**config.mk**
```make
export PLATFORM = sky130hd
export DESIGN_NAME = ycc2rgb_conv
export DESIGN_NICKNAME = d
export VERILOG_FILES = /design/src/rtl/ycc2rgb_pkg.sv /design/src/rtl/ycc_bias_stage.sv /design/src/rtl/ycc_mac_stage.sv /design/src/rtl/rgb_pack_stage.sv /design/src/rtl/ycc2rgb_conv.sv
export SDC_FILE = /design/constraint.sdc
export NUM_CORES = 1
export LEC_CHECK = 0
export BUFFER_PORTS_ARGS = -buffer_cell sky130_fd_sc_hd__buf_2
export CAP_MARGIN = 5
export CORE_MARGIN = 4
export CORE_UTILIZATION = 59
export CTS_CLUSTER_SIZE = 30
export DETAILED_ROUTE_END_ITERATION = 10
export HOLD_SLACK_MARGIN = 0.12
export MAX_ROUTING_LAYER = met4
export PLACE_DENSITY = 0.8
export SYNTH_ARGS = -nofsm -noshare
export SYNTH_HDL_FRONTEND = slang
export SYNTH_SLANG_ARGS = --single-unit
export TNS_END_PERCENT = 20
```
**constraint.sdc**
```tcl
create_clock -name clk -period 7.6 [get_ports clk]
set_input_delay 1.14 -clock clk [delete_from_list [all_inputs] [get_ports clk]]
set_output_delay 1.14 -clock clk [all_outputs]
set_load 0.05 [all_outputs]
```
**src/rtl/ycc2rgb_pkg.sv**
```systemverilog
package ycc2rgb_pkg;

    localparam int PIXW     = 8;
    localparam int FMTW     = 3;
    localparam int ACCW     = 32;
    localparam int OFFW     = 16;
    localparam int SHIFT_RB = 14;
    localparam int SHIFT_G  = 15;
    localparam int CHROMA_MID = 128;

    localparam logic signed [ACCW-1:0] K_CR_TO_R = ACCW'(22971);
    localparam logic signed [ACCW-1:0] K_CB_TO_G = ACCW'(-11277);
    localparam logic signed [ACCW-1:0] K_CR_TO_G = ACCW'(-23401);
    localparam logic signed [ACCW-1:0] K_CB_TO_B = ACCW'(29033);

    typedef enum logic [FMTW-1:0] {
        FMT_RGB24 = 3'd0,
        FMT_BGR24 = 3'd1,
        FMT_RGBX  = 3'd2,
        FMT_BGRX  = 3'd3,
        FMT_XBGR  = 3'd4,
        FMT_XRGB  = 3'd5
    } fmt_e;

    typedef enum logic [2:0] {
        SRC_R    = 3'd0,
        SRC_G    = 3'd1,
        SRC_B    = 3'd2,
        SRC_FILL = 3'd3,
        SRC_ZERO = 3'd4
    } src_e;

    // Which colour lands in a given byte lane for a given layout code.
    function automatic src_e lane_src(input logic [FMTW-1:0] fmt, input int lane);
        src_e s;
        s = SRC_ZERO;
        case (fmt)
            FMT_RGB24: s = (lane == 0) ? SRC_R : (lane == 1) ? SRC_G : (lane == 2) ? SRC_B : SRC_ZERO;
            FMT_BGR24: s = (lane == 0) ? SRC_B : (lane == 1) ? SRC_G : (lane == 2) ? SRC_R : SRC_ZERO;
            FMT_BGRX:  s = (lane == 0) ? SRC_B : (lane == 1) ? SRC_G : (lane == 2) ? SRC_R : SRC_FILL;
            FMT_XBGR:  s = (lane == 0) ? SRC_FILL : (lane == 1) ? SRC_B : (lane == 2) ? SRC_G : SRC_R;
            FMT_XRGB:  s = (lane == 0) ? SRC_FILL : (lane == 1) ? SRC_R : (lane == 2) ? SRC_G : SRC_B;
            default:   s = (lane == 0) ? SRC_R : (lane == 1) ? SRC_G : (lane == 2) ? SRC_B : SRC_FILL;
        endcase
        return s;
    endfunction

endpackage

```
**src/rtl/ycc_bias_stage.sv**
```systemverilog
module ycc_bias_stage
    import ycc2rgb_pkg::*;
#(
    parameter int PIX_W = PIXW,
    parameter int MID   = CHROMA_MID
) (
    input  logic                    clk,
    input  logic                    rst_n,
    input  logic                    adv_i,
    input  logic                    valid_i,
    input  logic [PIX_W-1:0]        y_i,
    input  logic [PIX_W-1:0]        cb_i,
    input  logic [PIX_W-1:0]        cr_i,
    output logic                    valid_o,
    output logic [PIX_W-1:0]        y_o,
    output logic signed [PIX_W:0]   cbs_o,
    output logic signed [PIX_W:0]   crs_o
);
    localparam int CW = PIX_W + 1;
    localparam logic [CW-1:0] BIAS = CW'(MID);

    typedef struct packed {
        logic                  valid;
        logic [PIX_W-1:0]      y;
        logic signed [CW-1:0]  cbs;
        logic signed [CW-1:0]  crs;
    } bias_t;

    bias_t st_d, st_q;

    always_comb begin
        st_d = st_q;
        if (adv_i) begin
            st_d.valid = valid_i;
            st_d.y     = y_i;
            st_d.cbs   = $signed({1'b0, cb_i} - BIAS);
            st_d.crs   = $signed({1'b0, cr_i} - BIAS);
        end
    end

    always_ff @(posedge clk or negedge rst_n) begin
        if (!rst_n) st_q <= '0;
        else        st_q <= st_d;
    end

    assign valid_o = st_q.valid;
    assign y_o     = st_q.y;
    assign cbs_o   = st_q.cbs;
    assign crs_o   = st_q.crs;

endmodule

```
**src/rtl/ycc_mac_stage.sv**
```systemverilog
module ycc_mac_stage
    import ycc2rgb_pkg::*;
#(
    parameter int PIX_W = PIXW,
    parameter int ACC_W = ACCW,
    parameter int OFF_W = OFFW,
    parameter int SH_RB = SHIFT_RB,
    parameter int SH_G  = SHIFT_G
) (
    input  logic                    clk,
    input  logic                    rst_n,
    input  logic                    adv_i,
    input  logic                    valid_i,
    input  logic [PIX_W-1:0]        y_i,
    input  logic signed [PIX_W:0]   cbs_i,
    input  logic signed [PIX_W:0]   crs_i,
    output logic                    valid_o,
    output logic [PIX_W-1:0]        y_o,
    output logic signed [OFF_W-1:0] r_off_o,
    output logic signed [OFF_W-1:0] g_off_o,
    output logic signed [OFF_W-1:0] b_off_o
);
    localparam logic signed [ACC_W-1:0] HALF_RB = ACC_W'(1) << (SH_RB - 1);
    localparam logic signed [ACC_W-1:0] HALF_G  = ACC_W'(1) << (SH_G - 1);

    typedef struct packed {
        logic                   valid;
        logic [PIX_W-1:0]       y;
        logic signed [OFF_W-1:0] r_off;
        logic signed [OFF_W-1:0] g_off;
        logic signed [OFF_W-1:0] b_off;
    } mac_t;

    mac_t st_d, st_q;

    logic signed [ACC_W-1:0] cb_w, cr_w;
    logic signed [ACC_W-1:0] acc_r, acc_g, acc_b;
    logic signed [ACC_W-1:0] sh_r, sh_g, sh_b;

    always_comb begin
        cb_w  = cbs_i;
        cr_w  = crs_i;
        acc_r = cr_w * K_CR_TO_R + HALF_RB;
        acc_g = cb_w * K_CB_TO_G + cr_w * K_CR_TO_G + HALF_G;
        acc_b = cb_w * K_CB_TO_B + HALF_RB;
        sh_r  = acc_r >>> SH_RB;
        sh_g  = acc_g >>> SH_G;
        sh_b  = acc_b >>> SH_RB;

        st_d = st_q;
        if (adv_i) begin
            st_d.valid = valid_i;
            st_d.y     = y_i;
            st_d.r_off = sh_r[OFF_W-1:0];
            st_d.g_off = sh_g[OFF_W-1:0];
            st_d.b_off = sh_b[OFF_W-1:0];
        end
    end

    always_ff @(posedge clk or negedge rst_n) begin
        if (!rst_n) st_q <= '0;
        else        st_q <= st_d;
    end

    assign valid_o = st_q.valid;
    assign y_o     = st_q.y;
    assign r_off_o = st_q.r_off;
    assign g_off_o = st_q.g_off;
    assign b_off_o = st_q.b_off;

    localparam logic signed [OFF_W-1:0] R_LO = OFF_W'(-179);
    localparam logic signed [OFF_W-1:0] R_HI = OFF_W'(178);
    localparam logic signed [OFF_W-1:0] G_LO = OFF_W'(-134);
    localparam logic signed [OFF_W-1:0] G_HI = OFF_W'(135);
    localparam logic signed [OFF_W-1:0] B_LO = OFF_W'(-227);
    localparam logic signed [OFF_W-1:0] B_HI = OFF_W'(225);

    AST_CENTRED_CHROMA_ZERO: assert property (@(posedge clk) disable iff (!rst_n)
        (adv_i && valid_i && cbs_i == 0 && crs_i == 0) |=> (st_q.r_off == 0 && st_q.g_off == 0 && st_q.b_off == 0));
    AST_RED_OFFSET_RANGE: assert property (@(posedge clk) disable iff (!rst_n)
        st_q.valid |-> (st_q.r_off >= R_LO && st_q.r_off <= R_HI));
    AST_GREEN_OFFSET_RANGE: assert property (@(posedge clk) disable iff (!rst_n)
        st_q.valid |-> (st_q.g_off >= G_LO && st_q.g_off <= G_HI));
    AST_BLUE_OFFSET_RANGE: assert property (@(posedge clk) disable iff (!rst_n)
        st_q.valid |-> (st_q.b_off >= B_LO && st_q.b_off <= B_HI));

endmodule

```
**src/rtl/rgb_pack_stage.sv**
```systemverilog
module rgb_pack_stage
    import ycc2rgb_pkg::*;
#(
    parameter int PIX_W = PIXW,
    parameter int OFF_W = OFFW,
    parameter int FMT_W = FMTW,
    parameter int LANES = 4
) (
    input  logic                     clk,
    input  logic                     rst_n,
    input  logic                     adv_i,
    input  logic [FMT_W-1:0]         fmt_i,
    input  logic                     valid_i,
    input  logic [PIX_W-1:0]         y_i,
    input  logic signed [OFF_W-1:0]  r_off_i,
    input  logic signed [OFF_W-1:0]  g_off_i,
    input  logic signed [OFF_W-1:0]  b_off_i,
    output logic                     valid_o,
    output logic [LANES*PIX_W-1:0]   pix_o
);
    localparam int WORD_W = LANES * PIX_W;
    localparam logic signed [OFF_W-1:0] TOP = OFF_W'((1 << PIX_W) - 1);

    typedef struct packed {
        logic               valid;
        logic [FMT_W-1:0]   fmt;
        logic [WORD_W-1:0]  pix;
    } pack_t;

    pack_t st_d, st_q;

    logic signed [OFF_W-1:0] off_a [3];
    logic [PIX_W-1:0]        chan  [3];
    logic [WORD_W-1:0]       word_w;

    assign off_a[0] = r_off_i;
    assign off_a[1] = g_off_i;
    assign off_a[2] = b_off_i;

    // Per-channel add and saturate.
    for (genvar ch = 0; ch < 3; ch++) begin : g_chan
        logic signed [OFF_W-1:0] sum;
        always_comb begin
            sum = $signed({{(OFF_W-PIX_W){1'b0}}, y_i}) + off_a[ch];
            if (sum < 0)        chan[ch] = '0;
            else if (sum > TOP) chan[ch] = '1;
            else                chan[ch] = sum[PIX_W-1:0];
        end
    end

    // Per-lane byte placement.
    for (genvar ln = 0; ln < LANES; ln++) begin : g_lane
        logic [PIX_W-1:0] lane_v;
        always_comb begin
            case (lane_src(fmt_i, ln))
                SRC_R:    lane_v = chan[0];
                SRC_G:    lane_v = chan[1];
                SRC_B:    lane_v = chan[2];
                SRC_FILL: lane_v = '1;
                default:  lane_v = '0;
            endcase
        end
        assign word_w[ln*PIX_W +: PIX_W] = lane_v;
    end

    always_comb begin
        st_d = st_q;
        if (adv_i) begin
            st_d.valid = valid_i;
            st_d.fmt   = fmt_i;
            st_d.pix   = word_w;
        end
    end

    always_ff @(posedge clk or negedge rst_n) begin
        if (!rst_n) st_q <= '0;
        else        st_q <= st_d;
    end

    assign valid_o = st_q.valid;
    assign pix_o   = st_q.pix;

    AST_LOW_LANE_FILLER: assert property (@(posedge clk) disable iff (!rst_n)
        (st_q.valid && (st_q.fmt == FMT_XBGR || st_q.fmt == FMT_XRGB)) |-> (st_q.pix[PIX_W-1:0] == '1));
    AST_HIGH_LANE_FILLER: assert property (@(posedge clk) disable iff (!rst_n)
        (st_q.valid && (st_q.fmt == FMT_RGBX || st_q.fmt == FMT_BGRX || st_q.fmt > FMT_XRGB))
        |-> (st_q.pix[WORD_W-1 -: PIX_W] == '1));
    AST_NARROW_TOP_ZERO: assert property (@(posedge clk) disable iff (!rst_n)
        (st_q.valid && (st_q.fmt == FMT_RGB24 || st_q.fmt == FMT_BGR24)) |-> (st_q.pix[WORD_W-1 -: PIX_W] == '0));

endmodule

```
**src/rtl/ycc2rgb_conv.sv**
```systemverilog
module ycc2rgb_conv
    import ycc2rgb_pkg::*;
#(
    parameter int PIX_W = PIXW,
    parameter int FMT_W = FMTW,
    parameter int ACC_W = ACCW,
    parameter int OFF_W = OFFW
) (
    input  logic               clk,
    input  logic               rst_n,
    input  logic [FMT_W-1:0]   fmt_sel,
    input  logic               in_valid,
    output logic               in_ready,
    input  logic [PIX_W-1:0]   in_y,
    input  logic [PIX_W-1:0]   in_cb,
    input  logic [PIX_W-1:0]   in_cr,
    output logic               out_valid,
    input  logic               out_ready,
    output logic [4*PIX_W-1:0] out_pix
);
    localparam int LANES = 4;

    typedef struct packed {
        logic [FMT_W-1:0] fmt;
    } ctl_t;

    ctl_t ctl_d, ctl_q;

    logic                    adv;
    logic                    busy;
    logic                    v1, v2, v3;
    logic [PIX_W-1:0]        y1, y2;
    logic signed [PIX_W:0]   cbs1, crs1;
    logic signed [OFF_W-1:0] r_off2, g_off2, b_off2;

    assign adv      = !v3 || out_ready;
    assign busy     = v1 || v2 || v3;
    assign in_ready = adv;

    always_comb begin
        ctl_d = ctl_q;
        if (!busy) ctl_d.fmt = fmt_sel;
    end

    always_ff @(posedge clk or negedge rst_n) begin
        if (!rst_n) ctl_q <= '0;
        else        ctl_q <= ctl_d;
    end

    ycc_bias_stage #(.PIX_W(PIX_W)) u_bias (
        .clk     (clk),
        .rst_n   (rst_n),
        .adv_i   (adv),
        .valid_i (in_valid),
        .y_i     (in_y),
        .cb_i    (in_cb),
        .cr_i    (in_cr),
        .valid_o (v1),
        .y_o     (y1),
        .cbs_o   (cbs1),
        .crs_o   (crs1)
    );

    ycc_mac_stage #(.PIX_W(PIX_W), .ACC_W(ACC_W), .OFF_W(OFF_W)) u_mac (
        .clk     (clk),
        .rst_n   (rst_n),
        .adv_i   (adv),
        .valid_i (v1),
        .y_i     (y1),
        .cbs_i   (cbs1),
        .crs_i   (crs1),
        .valid_o (v2),
        .y_o     (y2),
        .r_off_o (r_off2),
        .g_off_o (g_off2),
        .b_off_o (b_off2)
    );

    rgb_pack_stage #(.PIX_W(PIX_W), .OFF_W(OFF_W), .FMT_W(FMT_W), .LANES(LANES)) u_pack (
        .clk     (clk),
        .rst_n   (rst_n),
        .adv_i   (adv),
        .fmt_i   (ctl_q.fmt),
        .valid_i (v2),
        .y_i     (y2),
        .r_off_i (r_off2),
        .g_off_i (g_off2),
        .b_off_i (b_off2),
        .valid_o (v3),
        .pix_o   (out_pix)
    );

    assign out_valid = v3;

    AST_STALL_HOLDS_WORD: assert property (@(posedge clk) disable iff (!rst_n)
        (out_valid && !out_ready) |=> (out_valid && $stable(out_pix)));
    AST_LAYOUT_FROZEN_IN_FLIGHT: assert property (@(posedge clk) disable iff (!rst_n)
        (v1 || v2) |=> $stable(ctl_q.fmt));

endmodule

```
==> results.sh, run 1 <==
export IMPL_startpoint="u_bias.cbs_o[4]"
export IMPL_synth_seq_cells=118
export IMPL_wl_per_cell_um=18.2
export IMPL_grt_pass1_vias=14300
export IMPL_crit_required_ns=7.94
export IMPL_relSlewSlack_pct=38.9
export IMPL_rows=62
export IMPL_clock_sinks=118
export IMPL_drive_gt1_share_pct=7.72
export IMPL_grt_pass1_wl_mm=71.0
export IMPL_cpMaxStageDelayCell="fa_1"
export IMPL_ff_latch_area_um2=2950
export IMPL_drtIter0Drc=1039
export IMPL_die_width_um=179
export IMPL_drc=0
export IMPL_synthFlopType="dfrtp_1"
export IMPL_die_area_um2=31900
export IMPL_clk_latency_ns=0.42
export IMPL_synthArstFlopShare_pct=100
export IMPL_status="completed"
export IMPL_ctsLongestPathBuffers=2
export IMPL_hold_buffers=0
export IMPL_yosysUniqueCellTypes=76
export IMPL_crit_path_max_fanout=7
export IMPL_root_buffer="clkbuf_16"
export IMPL_syn2layout_area_growth_pct=8.31
export IMPL_die_y_um=179
export IMPL_syn_area_per_cell_um2=9.08
export IMPL_avgViaCountPerCell=5.99
export IMPL_rr_startpoint="u_bias.cbs_o[4]"
export IMPL_yosys_warnings=0
export IMPL_multi_input_area_um2=13200
export IMPL_synth_edf_count=0
export IMPL_io_pins=65
export IMPL_yosys_area_top_type_share_pct=25.4
export IMPL_finalHoldViolCount=0
export IMPL_hpwl_mm=35.2
export IMPL_crit_family="adder cells"
export IMPL_antenna_found_initial=0
export IMPL_cap_violations=0
export IMPL_grt_overflow=0
export IMPL_path_clk_slew_ns=0.06
export IMPL_n_fill_cell=2299
export IMPL_vias=14100
export IMPL_wl_mm=42.9
export IMPL_grt_use_total_pct=28.4
export IMPL_start_util_pct=59.9
export IMPL_core_um2=28700
export IMPL_cts_made_buffers=17
export IMPL_drtAntennaViolNets=0
export IMPL_synth_nets=2414
export IMPL_skew_ns=0.0127
export IMPL_portBuffers=64
export IMPL_slew_violations=0
export IMPL_syn_inst=1895
export IMPL_critical_path_endpoint_type="flop"
export IMPL_h_tree_depth=4
export IMPL_syn_cell_area_um2=17200
export IMPL_fin_crit_ns=7.16
export IMPL_slowest_delay_ns=0.64
export IMPL_setup_violations_final=0
export IMPL_synth_largest_area_cell="ha_1"
export IMPL_netlist_top_cells_area="ha_1, dfrtp_1, fa_1"
export IMPL_max_freq_mhz=140
export IMPL_worst_hold_path_type="reg -> reg"
export IMPL_worst_path_buf_inv=4
export IMPL_setup_tns_ns=0
export IMPL_crit_top_cell="ha_1"
export IMPL_cp_arrival_ns=7.49
export IMPL_place_congestion=1.03
export IMPL_cp_start_kind="flop"
export IMPL_holdCritStartpoint="u_bias.y_o[4]"
export IMPL_seq_area_frac_synth_pct=17.2
export IMPL_grt_max_degree=82
export IMPL_cts_tree="done"
export IMPL_fin_crit_sh_pct=94.2
export IMPL_nets=2475
export IMPL_drt_pass1_iterations=6
export IMPL_worst_pin_slew_ns=0.916
export IMPL_worstSetupPathType="reg -> reg"
==> through the flow <==
stage	worst slack, ns	cells	utilization (%)	hold slack, ns	area [µm²]
detailed placement	0.138	2321	62.7	0.455	18000
global placement	0.446	2321	62.7	0.452	18000
floorplan	0.563	1895	-	0.439	17200
finish	0.445	2354	64.9	0.467	18600
CTS	0.105	2353	64.8	0.468	18600
global route	-0.00820	2353	64.9	0.488	18600
==> synthesized netlist by cell type, types with 5 or more instances <==
| cell | instances |
|---|---|
| o221ai_1 | 21 |
| nor3b_1 | 5 |
| o21ai_0 | 78 |
| o2111ai_1 | 5 |
| nand4b_1 | 5 |
| o21a_1 | 14 |
| a211o_1 | 5 |
| xor2_1 | 35 |
| o31ai_1 | 7 |
| or3_1 | 16 |
| o22a_1 | 16 |
| a31oi_1 | 10 |
| xnor2_1 | 79 |
| or2_2 | 9 |
| a21oi_1 | 105 |
| o21ai_1 | 13 |
| nand2b_1 | 13 |
| o211ai_1 | 12 |
| buf_1 | 8 |
| dfrtp_1 | 118 |
| nor4_1 | 11 |
| a211oi_1 | 12 |
| nand2_1 | 168 |
| a31o_2 | 8 |
| o21bai_1 | 12 |
| inv_1 | 256 |
| clkbuf_1 | 33 |
| a21o_1 | 26 |
| nor4b_1 | 5 |
| nor3_1 | 37 |
| nor2b_1 | 7 |
| ha_1 | 349 |
| a2111o_1 | 5 |
| and2_1 | 13 |
| nor2_1 | 113 |
| nand3_1 | 28 |
| and3_1 | 8 |
| nand4_1 | 14 |
| fa_1 | 139 |
| o22ai_1 | 9 |
==> per-layer routing <==
layer  wire length, µm  global-route usage (%)
met3              2880                    3.84
met4              1110                    7.52
met2             20400                    47.1
met1             18400                    37.1
met5                 0                       -
==> kinds of logic (layout without fill, tap and decap cells) <==
kind of cell,count (synthesis),count (layout),share of synthesized area [%]
compound gates,399,399,15.4
xor+xnor,116,116,6.07
fa+ha+maj,489,489,41.6
buf+inv,301,375,6.58
flops,118,118,17.2
mux,6,6,0.364
other cells,0,1,0
simple gates,466,466,12.8
==> worst paths after layout <==
kind                                          end  slack (ns)  depth (start not counted)
worst min-delay path                u_bias.y_o[4]        0.47                          2
min in group asynchronous        u_mac.r_off_o[9]        0.81                          1
worst max register to register  u_mac.g_off_o[13]        0.44                         26
worst min register to register      u_bias.y_o[4]        0.47                          2
worst max-delay path            u_mac.g_off_o[13]        0.44                         26
max in group asynchronous        u_mac.b_off_o[4]        5.55                          2
==> flip-flops by register name (all words and copies together) (netlist names) <==
register	count
u_mac.r_off_o	16
u_pack.valid_o	1
u_bias.cbs_o	8
u_bias.valid_o	1
u_mac.valid_o	1
u_mac.b_off_o	16
u_bias.crs_o	8
u_mac.y_o	8
u_pack.pix_o	32
u_mac.g_off_o	16
ctl_q	3
u_bias.y_o	8
==> layout by cell type, fill, tap and decap left out, types with 6 or more instances in the layout <==
master	instances
nand2_1	168
dfrtp_1	117
nand3_1	28
a21o_1	26
o221ai_1	21
nand4_1	14
or2_2	9
o22ai_1	9
and3_1	8
clkbuf_16	17
a31o_2	8
fa_1	139
nor2_1	113
and2_1	13
xor2_1	35
inv_1	256
a21oi_1	103
o31ai_1	7
o21a_1	14
a31oi_1	9
o21ai_1	15
o21bai_1	12
o21ai_0	76
ha_1	349
buf_4	22
nor4_1	10
o22a_1	16
nor3_1	37
a211oi_1	11
o211ai_1	12
nand2b_1	13
xnor2_1	79
or3_1	16
buf_2	63
nor2b_1	6
==> worst reg2reg max path, cell delays in order, from the launching register on <==
cell	delay (ns)
dfrtp_2	0.43
inv_1	0.09
fa_1	0.64
inv_1	0.21
ha_1	0.33
inv_1	0.05
fa_1	0.52
inv_1	0.05
fa_1	0.47
ha_1	0.31
ha_1	0.23
or3_1	0.35
a21oi_1	0.24
o31a_1	0.26
o211ai_1	0.15
a31o_2	0.26
a21oi_1	0.17
xnor2_1	0.15
ha_1	0.26
ha_1	0.37
a211o_1	0.30
or3_1	0.32
o21ai_1	0.21
o21bai_1	0.15
a21oi_2	0.23
a31oi_2	0.16
a21oi_1	0.14
==> repair_timing <==
item / in CTS / in global routing
resized for setup: 0 / 10
endpoints found under the setup margin: 0 / 10
buffers inserted: 0 / 0
==> layout make-up <==
cell class	count	area share, %
clock inverters	12	0.692
flip-flops and latches	118	15.9
diodes	1	0.0134
clock buffers	20	2.45
inverters	258	5.21
multi-input cells	1476	70.6
repair buffers	85	2.58
well taps	384	2.58
Power of run 1 is not shown: default switching activity piles up to over one toggle a cycle in this logic, so the estimate is an artifact.
==> run 2: changes to the inputs <==
--- a/config.mk
+++ b/config.mk
@@ -7,13 +7,13 @@
 export LEC_CHECK = 0
 export BUFFER_PORTS_ARGS = -buffer_cell sky130_fd_sc_hd__buf_2
 export CAP_MARGIN = 5
-export CORE_MARGIN = 4
-export CORE_UTILIZATION = 59
+export CORE_MARGIN = 5
+export CORE_UTILIZATION = 60
 export CTS_CLUSTER_SIZE = 30
 export DETAILED_ROUTE_END_ITERATION = 10
 export HOLD_SLACK_MARGIN = 0.12
 export MAX_ROUTING_LAYER = met4
-export PLACE_DENSITY = 0.8
+export PLACE_DENSITY = 0.78
 export SYNTH_ARGS = -nofsm -noshare
 export SYNTH_HDL_FRONTEND = slang
 export SYNTH_SLANG_ARGS = --single-unit
==> constraint.sdc (replaced) <==
create_clock -name clk -period 7.5 [get_ports clk]
set_input_delay 0 -clock clk [delete_from_list [all_inputs] [get_ports clk]]
set_output_delay 0 -clock clk [all_outputs]
set_load 0.05 [all_outputs]
==> run 2 against run 1 <==
Compared with the run above:
- utilization is 2.2 points higher
- register-to-register slack worse by 0.09 ns
- hold slack worse by 0.30 ns
- first-iteration DRC count is 3.7% higher
- highest routed layer unchanged
- cell count is 1.7% higher
- sequential share of layout area is 0.40 points lower
- clock skew is 0.0019 ns higher
- critical path type unchanged
==> results.sh, run 2 (same netlist as run 1, synthesis figures left out) <==
export IMPL_status="completed"
export IMPL_stdcell_area_um2=19100
export IMPL_grt_max_degree=81
export IMPL_n_fill_cell=2247
export IMPL_cts_tree="done"
export IMPL_vias=14200
export IMPL_layout_common_cells="ha_1, inv_1, nand2_1, fa_1, dfrtp_1"
export IMPL_worst_hold_path_type="in -> async"
export IMPL_drtAntennaViolNets=0
export IMPL_fin_crit_ns=7.15
export IMPL_place_congestion=0.968
export IMPL_relSlewSlack_pct=37.7
export IMPL_crit_path_max_fanout=7
export IMPL_cpMaxStageDelayCell="fa_2"
export IMPL_drc=0
export IMPL_root_buffer="clkbuf_16"
export IMPL_slew_violations=0
export IMPL_grt_pass1_vias=14500
export IMPL_final_common_cell="ha_1"
export IMPL_drt_pass1_iterations=6
export IMPL_h_tree_depth=4
export IMPL_grt_use_total_pct=28.5
export IMPL_clock_sinks=118
export IMPL_avgViaCountPerCell=5.93
export IMPL_clk_latency_ns=0.43
export IMPL_rows=62
export IMPL_cap_violations=0
export IMPL_ctsLongestPathBuffers=2
export IMPL_worst_pin_slew_ns=0.934
export IMPL_grt_pass1_wl_mm=71.6
export IMPL_rr_startpoint="u_bias.cbs_o[4]"
export IMPL_worstSetupPathType="reg -> reg"
export IMPL_worst_hold_slack_ns=0.165
export IMPL_wl_per_cell_um=18.0
export IMPL_setup_violations_final=0
export IMPL_start_util_pct=60.4
export IMPL_crit_required_ns=7.83
export IMPL_grt_overflow=0
export IMPL_io_pins=65
export IMPL_critical_path_endpoint_type="flop"
export IMPL_startpoint="u_bias.cbs_o[4]"
export IMPL_cts_made_buffers=17
export IMPL_fin_crit_sh_pct=95.3
export IMPL_crit_top_cell="ha_1"
export IMPL_path_clk_slew_ns=0.07
export IMPL_syn2layout_area_growth_pct=11.1
export IMPL_cp_arrival_ns=7.48
export IMPL_drtIter0Drc=1077
export IMPL_wl_mm=43.1
export IMPL_placed_cell_area_um2=18000
export IMPL_antenna_found_initial=0
export IMPL_core_um2=28500
export IMPL_slowest_delay_ns=0.63
export IMPL_ff_latch_area_um2=2950
export IMPL_nets=2516
export IMPL_finalHoldViolCount=0
export IMPL_hpwl_mm=34.6
export IMPL_max_freq_mhz=140
export IMPL_cp_start_kind="flop"
export IMPL_setup_tns_ns=0
export IMPL_largest_reg_flops=32
export IMPL_multi_input_area_um2=13200
export IMPL_drive_gt1_share_pct=8.06
export IMPL_portBuffers=64
export IMPL_skew_ns=0.0145
export IMPL_antenna_cells=0
export IMPL_die_y_um=179
export IMPL_die_area_um2=32200
export IMPL_die_width_um=179
-- run 2: timing repair --
action                                  4_1_cts  5_1_grt
setup buffers                                 0        2
pin swaps                                     0        1
endpoints found under the setup margin        1       10
resized for setup                             1       12
hold buffers                                 35        0
hold endpoints to repair                     87        0
-- run 2: final cells by class --
class / count / area share (%)
well taps: 384 / 2.51
inverters: 258 / 5.10
repair buffers: 126 / 4.58
flip-flops and latches: 118 / 15.5
clock inverters: 14 / 1.16
multi-input cells: 1476 / 68.9
clock buffers: 18 / 2.30
-- run 2: critical path, delay by kind of cell, from the launching register on --
family,cells,cell delay [ns]
xor+xnor,1,0.13
buf+inv,4,0.40
fa+ha+maj,8,3.29
compound gates,11,2.13
simple gates,2,0.66
flops,1,0.43
-- run 2: final timing paths --
kind / slack (ns) / end / cells after the start
min in group clk: 0.32 / u_bias.crs_o[2] / 4
min: 0.17 / u_mac.r_off_o[7] / 2
max: 0.35 / u_mac.g_off_o[13] / 26
max in group asynchronous: 5.95 / u_bias.cbs_o[4] / 3
min reg2reg: 0.47 / u_bias.y_o[3] / 2
max reg2reg: 0.35 / u_mac.g_off_o[13] / 26
-- run 2: metal layers --
layer | vias up | global-route usage [%] | part of all wire [%]
met3 | 106 | 4.58 | 5.9
li1 | 6795 | - | -
met1 | 6829 | 35.7 | 43
met5 | - | - | 0
met4 | 0 | 9.11 | 3.2
met2 | 471 | 47.5 | 48
-- run 2: metrics by stage --
step           instances  utilization, %  setup WS, ns
6_report            2394            67.1         0.352
5_1_grt             2394            67.1       -0.0315
4_1_cts             2392            66.9         0.117
3_5_place_dp        2325            63.4        0.0392
3_3_place_gp        2325            63.4         0.308
2_1_floorplan       1895               -         0.463
Power of run 2 is left out for the same reason.
